`config.mk`:
```
export PLATFORM = sky130hd
export DESIGN_NAME = serial_tx_dbuf
export DESIGN_NICKNAME = d
export VERILOG_FILES = /design/src/rtl/stx_pkg.sv /design/src/rtl/stx_hold.sv /design/src/rtl/stx_shift.sv /design/src/rtl/serial_tx_dbuf.sv
export SDC_FILE = /design/constraint.sdc
export NUM_CORES = 1
export LEC_CHECK = 0
export ABC_AREA = 1
export BUFFER_PORTS_ARGS = -buffer_cell sky130_fd_sc_hd__buf_4
export CAP_MARGIN = 10
export CORE_ASPECT_RATIO = 0.9
export CORE_MARGIN = 2
export CORE_UTILIZATION = 43
export DETAILED_ROUTE_END_ITERATION = 6
export PLACE_DENSITY_LB_ADDON = 0.15
export SYNTH_ARGS = -nofsm -noshare
export SYNTH_HDL_FRONTEND = slang
export SYNTH_HIERARCHICAL = 1
export SYNTH_SLANG_ARGS = --single-unit
```
`constraint.sdc`:
```
create_clock -name clk_i -period 1.6 [get_ports clk_i]
set_clock_uncertainty 0.15 [all_clocks]
set_input_delay 0.32 -clock clk_i [delete_from_list [all_inputs] [get_ports clk_i]]
set_output_delay 0.32 -clock clk_i [all_outputs]
set_load 0.03 [all_outputs]
```
`src/rtl/stx_pkg.sv`:
```
package stx_pkg;
  typedef enum logic [1:0] {
    SH_IDLE  = 2'd0,
    SH_ARMED = 2'd1,
    SH_SHIFT = 2'd2
  } sh_state_e;
endpackage

```
`src/rtl/stx_hold.sv`:
```
module stx_hold #(
  parameter int DATA_W = 8
) (
  input  logic              clk_i,
  input  logic              rst_ni,
  input  logic              en_i,
  input  logic              wr_i,
  input  logic [DATA_W-1:0] data_i,
  input  logic              take_i,
  output logic              full_o,
  output logic [DATA_W-1:0] data_o
);
  logic              full_q;
  logic [DATA_W-1:0] data_q;

  always_ff @(posedge clk_i or negedge rst_ni) begin
    if (!rst_ni) begin
      full_q <= 1'b0;
      data_q <= '0;
    end else if (!en_i) begin
      full_q <= 1'b0;
    end else if (take_i) begin
      full_q <= 1'b0;
    end else if (wr_i && !full_q) begin
      full_q <= 1'b1;
      data_q <= data_i;
    end
  end

  assign full_o = full_q;
  assign data_o = data_q;
endmodule

```
`src/rtl/stx_shift.sv`:
```
module stx_shift
  import stx_pkg::*;
#(
  parameter int DATA_W = 8
) (
  input  logic              clk_i,
  input  logic              rst_ni,
  input  logic              en_i,
  input  logic              tick_i,
  input  logic              hold_full_i,
  input  logic [DATA_W-1:0] hold_data_i,
  output logic              take_o,
  output logic              busy_o,
  output logic              tx_o
);
  localparam int FRAME_W = DATA_W + 2;
  localparam int CNT_W   = $clog2(FRAME_W);

  sh_state_e          state_q;
  logic [FRAME_W-1:0] frame_q;
  logic [CNT_W-1:0]   cnt_q;
  logic               last_bit;
  logic [FRAME_W-1:0] new_frame;

  assign last_bit  = (cnt_q == CNT_W'(FRAME_W - 1));
  assign new_frame = {1'b1, hold_data_i, 1'b0};
  // reload either from idle or on the tick that closes the stop bit
  assign take_o    = en_i && hold_full_i &&
                     ((state_q == SH_IDLE) ||
                      ((state_q == SH_SHIFT) && tick_i && last_bit));

  always_ff @(posedge clk_i or negedge rst_ni) begin
    if (!rst_ni) begin
      state_q <= SH_IDLE;
      frame_q <= '1;
      cnt_q   <= '0;
    end else if (!en_i) begin
      state_q <= SH_IDLE;
      frame_q <= '1;
      cnt_q   <= '0;
    end else begin
      unique case (state_q)
        SH_IDLE: begin
          if (take_o) begin
            frame_q <= new_frame;
            state_q <= SH_ARMED;
          end
        end
        SH_ARMED: begin
          if (tick_i) begin
            state_q <= SH_SHIFT;
            cnt_q   <= '0;
          end
        end
        SH_SHIFT: begin
          if (tick_i) begin
            if (last_bit) begin
              cnt_q <= '0;
              if (take_o) begin
                frame_q <= new_frame;
              end else begin
                frame_q <= '1;
                state_q <= SH_IDLE;
              end
            end else begin
              frame_q <= {1'b1, frame_q[FRAME_W-1:1]};
              cnt_q   <= cnt_q + CNT_W'(1);
            end
          end
        end
        default: state_q <= SH_IDLE;
      endcase
    end
  end

  assign busy_o = (state_q == SH_SHIFT);
  assign tx_o   = (state_q == SH_SHIFT) ? frame_q[0] : 1'b1;
endmodule

```
`src/rtl/serial_tx_dbuf.sv`:
```
module serial_tx_dbuf #(
  parameter int DATA_W = 8
) (
  input  logic              clk_i,
  input  logic              rst_ni,
  input  logic              tx_en_i,
  input  logic              bit_tick_i,
  input  logic              wr_i,
  input  logic [DATA_W-1:0] wr_data_i,
  output logic              tx_empty_o,
  output logic              busy_o,
  output logic              tx_o
);
  logic              hold_full;
  logic [DATA_W-1:0] hold_data;
  logic              take;

  stx_hold #(.DATA_W(DATA_W)) u_hold (
    .clk_i  (clk_i),
    .rst_ni (rst_ni),
    .en_i   (tx_en_i),
    .wr_i   (wr_i),
    .data_i (wr_data_i),
    .take_i (take),
    .full_o (hold_full),
    .data_o (hold_data)
  );

  stx_shift #(.DATA_W(DATA_W)) u_shift (
    .clk_i       (clk_i),
    .rst_ni      (rst_ni),
    .en_i        (tx_en_i),
    .tick_i      (bit_tick_i),
    .hold_full_i (hold_full),
    .hold_data_i (hold_data),
    .take_o      (take),
    .busy_o      (busy_o),
    .tx_o        (tx_o)
  );

  assign tx_empty_o = ~hold_full;
endmodule

```
==> results_dict.tcl, run 1 <==
set metrics [dict create \
    worst_pin_slew_ns 0.320 \
    vias 1435 \
    path_class "reg2out" \
    seq_area_frac_synth_pct 41.5 \
    synth_top_area_share_pct 25.4 \
    hold_class "in2reg" \
    comb_power_share_pct 45.4 \
    path_buf_inv 2 \
    synthSimpleGateAreaFrac_pct 38.6 \
    final_cell_mix "nand2_1, buf_4, inv_1, nand2_2, dfrtp_1" \
    multiInputGateArea_um2 848 \
    cp.arrival_ns 1.21 \
    antenna_left 0 \
    worstPathCellList "inv_4, nand2_4, or2_4, buf_6" \
    routed_wl_um 3760 \
    yosys_warnings 6 \
    avgViaCountPerCell 5.02 \
    post_synth_instance_area_um2 1480 \
    syn_area_per_cell_um2 7.38 \
    cp_slowest_cell "dfrtp_2" \
    grt_max_degree 25 \
    synthCells 200 \
    rows 20 \
    drc_errors 0 \
    synth_xor_area_share_pct 0.594 \
    fin_ws_ns -0.0836 \
    synth_top_family_by_area "simple AND/OR/NAND/NOR gates" \
    ios 16 \
    maxCapViolCount 0 \
    cts_buffers 3 \
    mostFrequentLayoutCell "nand2_1" \
    muxShareOfSynthArea_pct 0 \
    yosys.area_share.adder_pct 1.70 \
    status "complete, but fails checks" \
    rsz0062_at_grt "yes" \
    p_total_mw 2.93 \
    finalNetCount 258 \
    timing.hold.ws_ns 0.108 \
    dp_hpwl_um 2450 \
    seqCellArea_um2 614 \
    wire_per_inst_um 13.1 \
    p_leak_nw 1.01 \
    area_delta_synth_final_pct 36.8 \
    yosys-top-cells-area "dfrtp_1, nand2_1, dfstp_2" \
    intPower_mw 1.79 \
    initial_core_util_pct 44.3 \
    timing.setup.tns_ns -0.304 \
    placed_area_um2 1710 \
    violations "negative setup slack" \
    synth_compound_area_share_pct 8.23 \
    clockPowerShare_pct 18.5 \
    finalCritPeriodShare_pct 105 \
    setup_viol 9 \
    yosys.area.top_type "dfrtp_1" \
    clkTransAtPathRegs_ns 0.09 \
    coreArea_um2 3330 \
    drt_iter0_drc 78 \
    grt_pass1_vias 1317 \
    final_area_um2 2020 \
    peakVddDrop_mv 0.800 \
    antenna_found_initial 0 \
    drive_gt1_share_pct 42.6 \
    first_pass_iters 4 \
    p_switching_mw 1.14 \
    drv_slew 0 \
    cts_tree "yes" \
    die-height_um 59.6 \
    grt_overflow 0 \
    max_slew_margin_pct 78.7 \
    place.gp.congestion 0.815 \
    grt_pass1_wl_um 5940 \
    required_ns 1.13 \
    fill_cells 275 \
    critPathMaxStageDelay_ns 0.46 \
    die_w_um 65.7 \
    hold_violations 0 \
    cts_max_path_buffers 2 \
    cts_max_level 1 \
    grtUsageTotal_pct 20.2 \
    antenna_cells 0 \
    endpoint_kind "output port" \
    cp-start-kind "register" \
    synth_cell_types 30 \
    fmax_mhz 594 \
    root_buffer "clkbuf_8" \
    port_buffers 15 \
    seq_power_share_pct 36.1 \
    cellPowerDensity_nw_per_um2 1450 \
    clk_latency_ns 0.27 \
    swShare_pct 38.9 \
    crit_fanout 4 \
    finalCriticalPeriod_ns 1.68 \
    crit_family "flip-flops" \
    cts.sinks 24 \
    syn_nets 215 \
    dieArea_um2 3920 \
    synth-seq-cells 24 \
]
routing by layer:
layer	track usage (%)	wire length (µm)	vias up
met5	0	0	-
met4	7.44	52	0
met3	2.66	152	6
met2	34.1	1850	43
met1	26.5	1700	670
li1	-	-	716
stage by stage:
step                      std cells  util (%)  worst slack (ns)
after global routing            286      60.6            -0.132
final                           286      60.6           -0.0836
after CTS                       282      58.0           -0.0884
after floorplan                 200         -            0.0148
after global placement          269      51.5           -0.0235
after detailed placement        269      51.5           -0.0719
worst register-to-register path, delay by kind of cell (launching register included):
family        cells  cell delay [ns]
fa+ha+maj         1             0.13
buf+inv           1             0.08
flops             1             0.39
simple gates      7             0.83
cell families (layout without fill, tap and decap cells):
family | count (synthesis) | after routing
compound gates | 22 | 22
xor+xnor | 1 | 1
fa+ha+maj | 2 | 2
buf+inv | 30 | 71
flops | 24 | 24
simple gates | 121 | 122
cells in the mapped netlist:
library cell   n
dfstp_2        9
o21ai_1        2
or2_2          2
a21oi_1        8
o21a_1         1
o21ai_0        7
buf_4          1
buf_6          1
nor2_4         4
nor2_2         2
buf_2          1
nand2_1       73
inv_1         23
nor2_1         9
o211ai_1       1
nor3_1         2
o22ai_1        2
ha_1           2
nand4_1        5
nand3_1       16
xor2_1         1
inv_4          1
inv_2          2
nand2_4        1
buf_8          1
a21oi_2        1
nand3_4        1
nand2_2        5
dfrtp_1       15
nand3_2        1
final cells by class:
class | count | share of cell area [%]
repair buffers | 41 | 16.3
inverters | 26 | 4.96
clock buffers | 3 | 2.05
multi-input cells | 147 | 42.0
clock inverters | 1 | 1.49
flip-flops and latches | 24 | 30.4
well taps | 44 | 2.73
final timing paths:
| path | startpoint | to | slack [ns] | cells past startpoint |
|---|---|---|---|---|
| max in group asynchronous | rst_ni | u_shift/frame_q[8] | 0.68 | 2 |
| setup / recovery | u_shift/state_q[0] | tx_o | -0.08 | 4 |
| min in group asynchronous | rst_ni | u_shift/cnt_q[3] | 0.33 | 2 |
| hold / removal | wr_i | u_hold/full_o | 0.11 | 2 |
| hold reg to reg | u_shift/frame_q[2] | u_shift/frame_q[2] | 0.32 | 2 |
| setup reg to reg | u_shift/cnt_q[1] | u_shift/frame_q[6] | -0.05 | 9 |
sequential cells by signal, indices dropped and copies added, names as in the netlist:
name / count
u_hold/data_o: 8
u_hold/full_o: 1
u_shift/cnt_q: 4
u_shift/frame_q: 9
u_shift/state_q: 2
power groups by stage:
stage,clock network (mW),logic [mW],registers (mW)
2_1_floorplan,0,0.819,0.995
3_3_place_gp,0,1.01,1.04
3_5_place_dp,0,1.04,1.05
4_1_cts,0.559,1.21,1.05
5_1_grt,0.577,1.46,1.08
6_report,0.543,1.33,1.06
what timing repair did:
action / in CTS / in global routing
buffers inserted: 7 / 4
hold buffers: 1 / 0
pin swaps: 10 / 6
endpoints found under the setup margin: 22 / 24
resized for setup: 19 / 19
endpoints found under the hold margin: 15 / 0
gates cloned: 1 / 0
Power figures use the tool's default switching activity.
==> inputs of run 2 (changes only) <==
SETUP_SLACK_MARGIN = 0.2   (was default)
==> results_dict.tcl, run 2 (synthesized netlist as in run 1, its figures left out) <==
set metrics [dict create \
    p_switching_mw 1.25 \
    fin_ws_ns -0.0589 \
    status "complete, but fails checks" \
    post-place-ws_ns -0.0393 \
    intPower_mw 1.90 \
    peakVddDrop_mv 0.833 \
    use_met2_pct 34.1 \
    top_register "u_shift/frame_q" \
    grtUsageTotal_pct 21.2 \
    drc_errors 0 \
    routed_wl_um 4070 \
    die-height_um 59.6 \
    fmax_mhz 603 \
    root_buffer "clkbuf_8" \
    avgViaCountPerCell 5.15 \
    rows 20 \
    final_cells 291 \
    area_delta_synth_final_pct 47.5 \
    ios 16 \
    required_ns 1.13 \
    antenna_found_initial 0 \
    final_cell_mix "nand2_1, buf_4, nand2_2, inv_1, dfrtp_1" \
    fill_cells 274 \
    cts_max_level 1 \
    grt_pass1_wl_um 6360 \
    dp.cells 269 \
    antenna_cells 0 \
    clkTransAtPathRegs_ns 0.09 \
    cp-start-kind "register" \
    grt_pass1_vias 1370 \
    cellPowerDensity_nw_per_um2 1450 \
    grt_overflow 0 \
    dp_hpwl_um 2430 \
    comb_power_share_pct 48.9 \
    drive_gt1_share_pct 51.8 \
    coreArea_um2 3330 \
    path_class "reg2out" \
    rr_worst_depth 12 \
    finalCriticalPeriod_ns 1.66 \
    maxCapViolCount 0 \
    vias 1499 \
    hold_violations 0 \
    grt.busiest_layer "met2" \
    worst_pin_slew_ns 0.307 \
    placed_area_um2 1730 \
    finalCritPeriodShare_pct 104 \
    max_slew_margin_pct 79.5 \
    antenna_left 0 \
    initial_core_util_pct 44.3 \
    hold_class "in2reg" \
    p_total_mw 3.15 \
    die_w_um 65.7 \
    first_pass_iters 4 \
    port_buffers 15 \
    clk_latency_ns 0.27 \
    use_met1_pct 28.8 \
    cts_max_path_buffers 2 \
    rsz0062_at_grt "yes" \
    seq_power_share_pct 33.9 \
    use_met3_pct 3.42 \
    final_area_um2 2180 \
    violations "negative setup slack" \
    largest_register_ffs 9 \
    wire_per_inst_um 14.0 \
    cts.sinks 24 \
    mostFrequentLayoutCell "nand2_1" \
    setup_viol 13 \
    cts_tree "yes" \
    dieArea_um2 3920 \
    p_leak_nw 1.08 \
    crit_fanout 2 \
    swShare_pct 39.6 \
    finalNetCount 263 \
    cp.arrival_ns 1.19 \
    place.gp.congestion 0.799 \
    drt_iter0_drc 88 \
    cts_buffers 3 \
    grt_max_degree 25 \
    drv_slew 0 \
    endpoint_kind "output port" \
    clockPowerShare_pct 17.2 \
    hold_depth 2 \
]
==> run 2: final timing paths <==
check | end | slack (ns) | start
max in group asynchronous | u_shift/frame_q[0] | 0.68 | rst_ni
min in group asynchronous | u_shift/state_q[1] | 0.32 | rst_ni
setup / recovery | tx_o | -0.06 | u_shift/state_q[0]
hold reg to reg | u_shift/frame_q[4] | 0.32 | u_shift/frame_q[4]
hold / removal | u_hold/full_o | 0.12 | wr_i
setup reg to reg | u_hold/data_o[4] | -0.04 | u_shift/cnt_q[1]
==> run 2: layout make-up <==
class                   count  area (µm²)  share of cell area, %
clock buffers               3        41.3                   1.90
clock inverters             1        30.0                   1.38
inverters                  26         103                   4.72
multi-input cells         148         940                   43.2
flip-flops and latches     24         616                   28.3
well taps                  44        55.1                   2.53
repair buffers             45         392                   18.0
==> run 2: worst max-delay path, cell delays in order, from the launching register on <==
cell     delay (ns)
dfrtp_2        0.44
inv_4          0.07
nand2_4        0.05
or2_4          0.22
buf_6          0.13
==> run 2: metrics by stage <==
| step | TNS, ns | hold WS, ns | utilization (%) |
|---|---|---|---|
| after global routing | -1.73 | 0.121 | 65.4 |
| after CTS | -0.244 | 0.118 | 61.2 |
| after detailed placement | -0.284 | 0.0905 | 52.0 |
| after floorplan | 0 | -0.126 | - |
| final | -0.392 | 0.117 | 65.4 |
| after global placement | -0.0276 | 0.0884 | 52.0 |
==> run 2: timing repair <==
item / CTS / global route
endpoints found under the hold margin: 15 / 0
hold buffers: 1 / 0
pin swaps: 10 / 12
buffers inserted: 9 / 5
setup endpoints to repair: 26 / 27
cloned: 2 / 1
gates resized for setup: 42 / 30
==> run 2: power groups by stage <==
stage,registers [mW],clock network [mW],logic (mW)
2_1_floorplan,0.996,0,0.830
3_3_place_gp,1.05,0,1.05
3_5_place_dp,1.06,0,1.08
4_1_cts,1.05,0.557,1.40
5_1_grt,1.09,0.578,1.67
6_report,1.07,0.542,1.54
==> run 2: metal layers <==
| metal | vias to the layer above | share of wire, % |
|---|---|---|
| met3 | 8 | 4.8 |
| li1 | 729 | - |
| met1 | 712 | 44 |
| met5 | - | 0 |
| met4 | 0 | 2.0 |
| met2 | 50 | 49 |
==> inputs of run 3 (changes only) <==
CELL_PAD_IN_SITES_DETAIL_PLACEMENT = 0   (was default)
CELL_PAD_IN_SITES_GLOBAL_PLACEMENT = 1   (was default)
CORE_UTILIZATION = 38   (was 43)
SLEW_MARGIN = 20   (was default)
==> results_dict.tcl, run 3 (synthesized netlist as in run 1, its figures left out) <==
set metrics [dict create \
    status "complete, but fails checks" \
    violations "negative setup slack" \
    grt_pass1_wl_um 6620 \
    die-height_um 63.1 \
    final_area_um2 2170 \
    vias 1456 \
    path_class "reg2out" \
    finalCritPeriodShare_pct 105 \
    setup_viol 13 \
    rr_worst_depth 11 \
    dp_hpwl_um 2540 \
    routed_wl_um 3890 \
    cellPowerDensity_nw_per_um2 1460 \
    antenna_cells 0 \
    drc_errors 0 \
    finalCriticalPeriod_ns 1.68 \
    final_cells 296 \
    regToRegEndpoint "u_hold/data_o[1]" \
    peakVddDrop_mv 0.688 \
    p_switching_mw 1.22 \
    path_buf_inv 2 \
    top_register "u_shift/frame_q" \
    grt_max_degree 25 \
    cp-start-kind "register" \
    swShare_pct 38.3 \
    cp.arrival_ns 1.21 \
    largest_register_ffs 9 \
    critPathMaxStageDelay_ns 0.45 \
    hold_violations 0 \
    placed_area_um2 1740 \
    timing.hold.ws_ns 0.115 \
    root_buffer "clkbuf_8" \
    cp.depth 4 \
    grt_pass1_vias 1401 \
    clockPowerShare_pct 17.0 \
    finalNetCount 266 \
    maxCapViolCount 0 \
    rr_startpoint "u_shift/cnt_q[0]" \
    comb_power_share_pct 49.8 \
    p_total_mw 3.17 \
    ios 16 \
    antenna_found_initial 0 \
    drt_iter0_drc 79 \
    required_ns 1.13 \
    hold_class "in2reg" \
    final_cell_mix "nand2_1, buf_4, nand2_2, inv_1, dfrtp_1" \
    wire_per_inst_um 13.1 \
    antenna_left 0 \
    grtUsageTotal_pct 18.8 \
    endpoint_kind "output port" \
    multiInputGateArea_um2 891 \
    cts.sinks 24 \
    dp.cells 272 \
    p_leak_nw 1.08 \
    drive_gt1_share_pct 49.6 \
    first_pass_iters 4 \
    drv_slew 0 \
    rows 21 \
    post-place-ws_ns -0.0551 \
    rsz0062_at_grt "yes" \
    dieArea_um2 4400 \
    avgViaCountPerCell 4.92 \
    cts_buffers 3 \
    seqCellArea_um2 614 \
    fmax_mhz 597 \
    crit_family "flip-flops" \
    seq_power_share_pct 33.1 \
    crit_path_start "u_shift/state_q[0]" \
    coreArea_um2 3730 \
    regToRegSetupSlack_ns -0.04 \
    max_slew_margin_pct 78.7 \
    area_delta_synth_final_pct 47.3 \
    port_buffers 15 \
    clkTransAtPathRegs_ns 0.10 \
    cp_slowest_cell "dfrtp_2" \
    worst_pin_slew_ns 0.320 \
    worstPathCellList "inv_4, nand2_4, or2_4, buf_6" \
    fill_cells 350 \
    mostFrequentLayoutCell "nand2_1" \
    crit_fanout 3 \
    place.gp.congestion 0.807 \
    crit_end "tx_o" \
    initial_core_util_pct 39.5 \
    cts_max_level 1 \
    fin_ws_ns -0.0752 \
    cts_max_path_buffers 2 \
    cts_tree "yes" \
    clk_latency_ns 0.27 \
    grt_overflow 0 \
    die_w_um 69.7 \
    intPower_mw 1.96 \
]
run 3: cell types whose count changed in the layout (fill, tap and decap cells not counted), moves of 2 or more:
| cell | delta |
|---|---|
| a21oi_2 | +2 |
| buf_12 | +2 |
| buf_4 | +3 |
| buf_6 | +2 |
| nand2_1 | +2 |
| o21ai_0 | +5 |
| o21ai_1 | -2 |
| o21ai_2 | -3 |
run 3: worst min path at each step:
stage / start / endpoint / slack (ns) / depth (start not counted)
floorplan: rst_ni / u_hold/data_o[0] / -0.13 / 0
global placement: rst_ni / u_shift/cnt_q[3] / 0.09 / 1
detailed placement: rst_ni / u_shift/cnt_q[3] / 0.09 / 1
CTS: wr_i / u_hold/full_o / 0.09 / 2
global route: wr_i / u_hold/full_o / 0.11 / 2
finish: wr_i / u_hold/full_o / 0.11 / 2
run 3: layout make-up:
type                       count  share of cell area (%)
timing repair buffer          50                    20.1
clock inverter                 1                    1.38
multi-input combinational    146                    41.0
clock buffer                   3                    1.90
sequential                    24                    28.3
inverter                      26                    4.72
tap                           46                    2.65
run 3: metrics by stage:
stage               TNS (ns)  utilization (%)
floorplan                  0                -
global placement           0             46.6
finish                -0.260             58.2
detailed placement    -0.343             46.6
CTS                  -0.0847             55.8
global route           -1.85             58.2
run 3: what timing repair did:
action | in CTS | in global routing
hold buffers | 1 | 0
resized for setup | 36 | 21
setup endpoints to repair | 27 | 27
setup buffers | 16 | 3
pin swaps | 13 | 8
gates cloned | 0 | 0
endpoints found under the hold margin | 15 | 0
run 3: metal layers:
| metal | vias up | wire length [µm] | track usage, % |
|---|---|---|---|
| met1 | 683 | 1910 | 26.8 |
| met2 | 39 | 1810 | 29.8 |
| li1 | 732 | - | - |
| met4 | 0 | 13 | 3.37 |
| met3 | 2 | 160 | 4.00 |
| met5 | - | 0 | 0 |
run 3: power by group through the flow:
stage / Combinational [mW] / Clock [mW] / Sequential (mW)
final: 1.58 / 0.541 / 1.05
after global routing: 1.75 / 0.592 / 1.08
after CTS: 1.47 / 0.556 / 1.04
after detailed placement: 1.06 / 0 / 1.05
after global placement: 1.05 / 0 / 1.05
after floorplan: 0.830 / 0 / 0.996
run 3: worst register-to-register path: stages (launching register included):
cell     delay (ns)
dfrtp_1        0.42
ha_4           0.19
nand2_4        0.07
nor2_4         0.04
nand2_1        0.06
nand2_1        0.06
nand2_2        0.07
inv_2          0.05
nor2_4         0.15
nand2_4        0.13
nand2_1        0.10
nand2_1        0.06
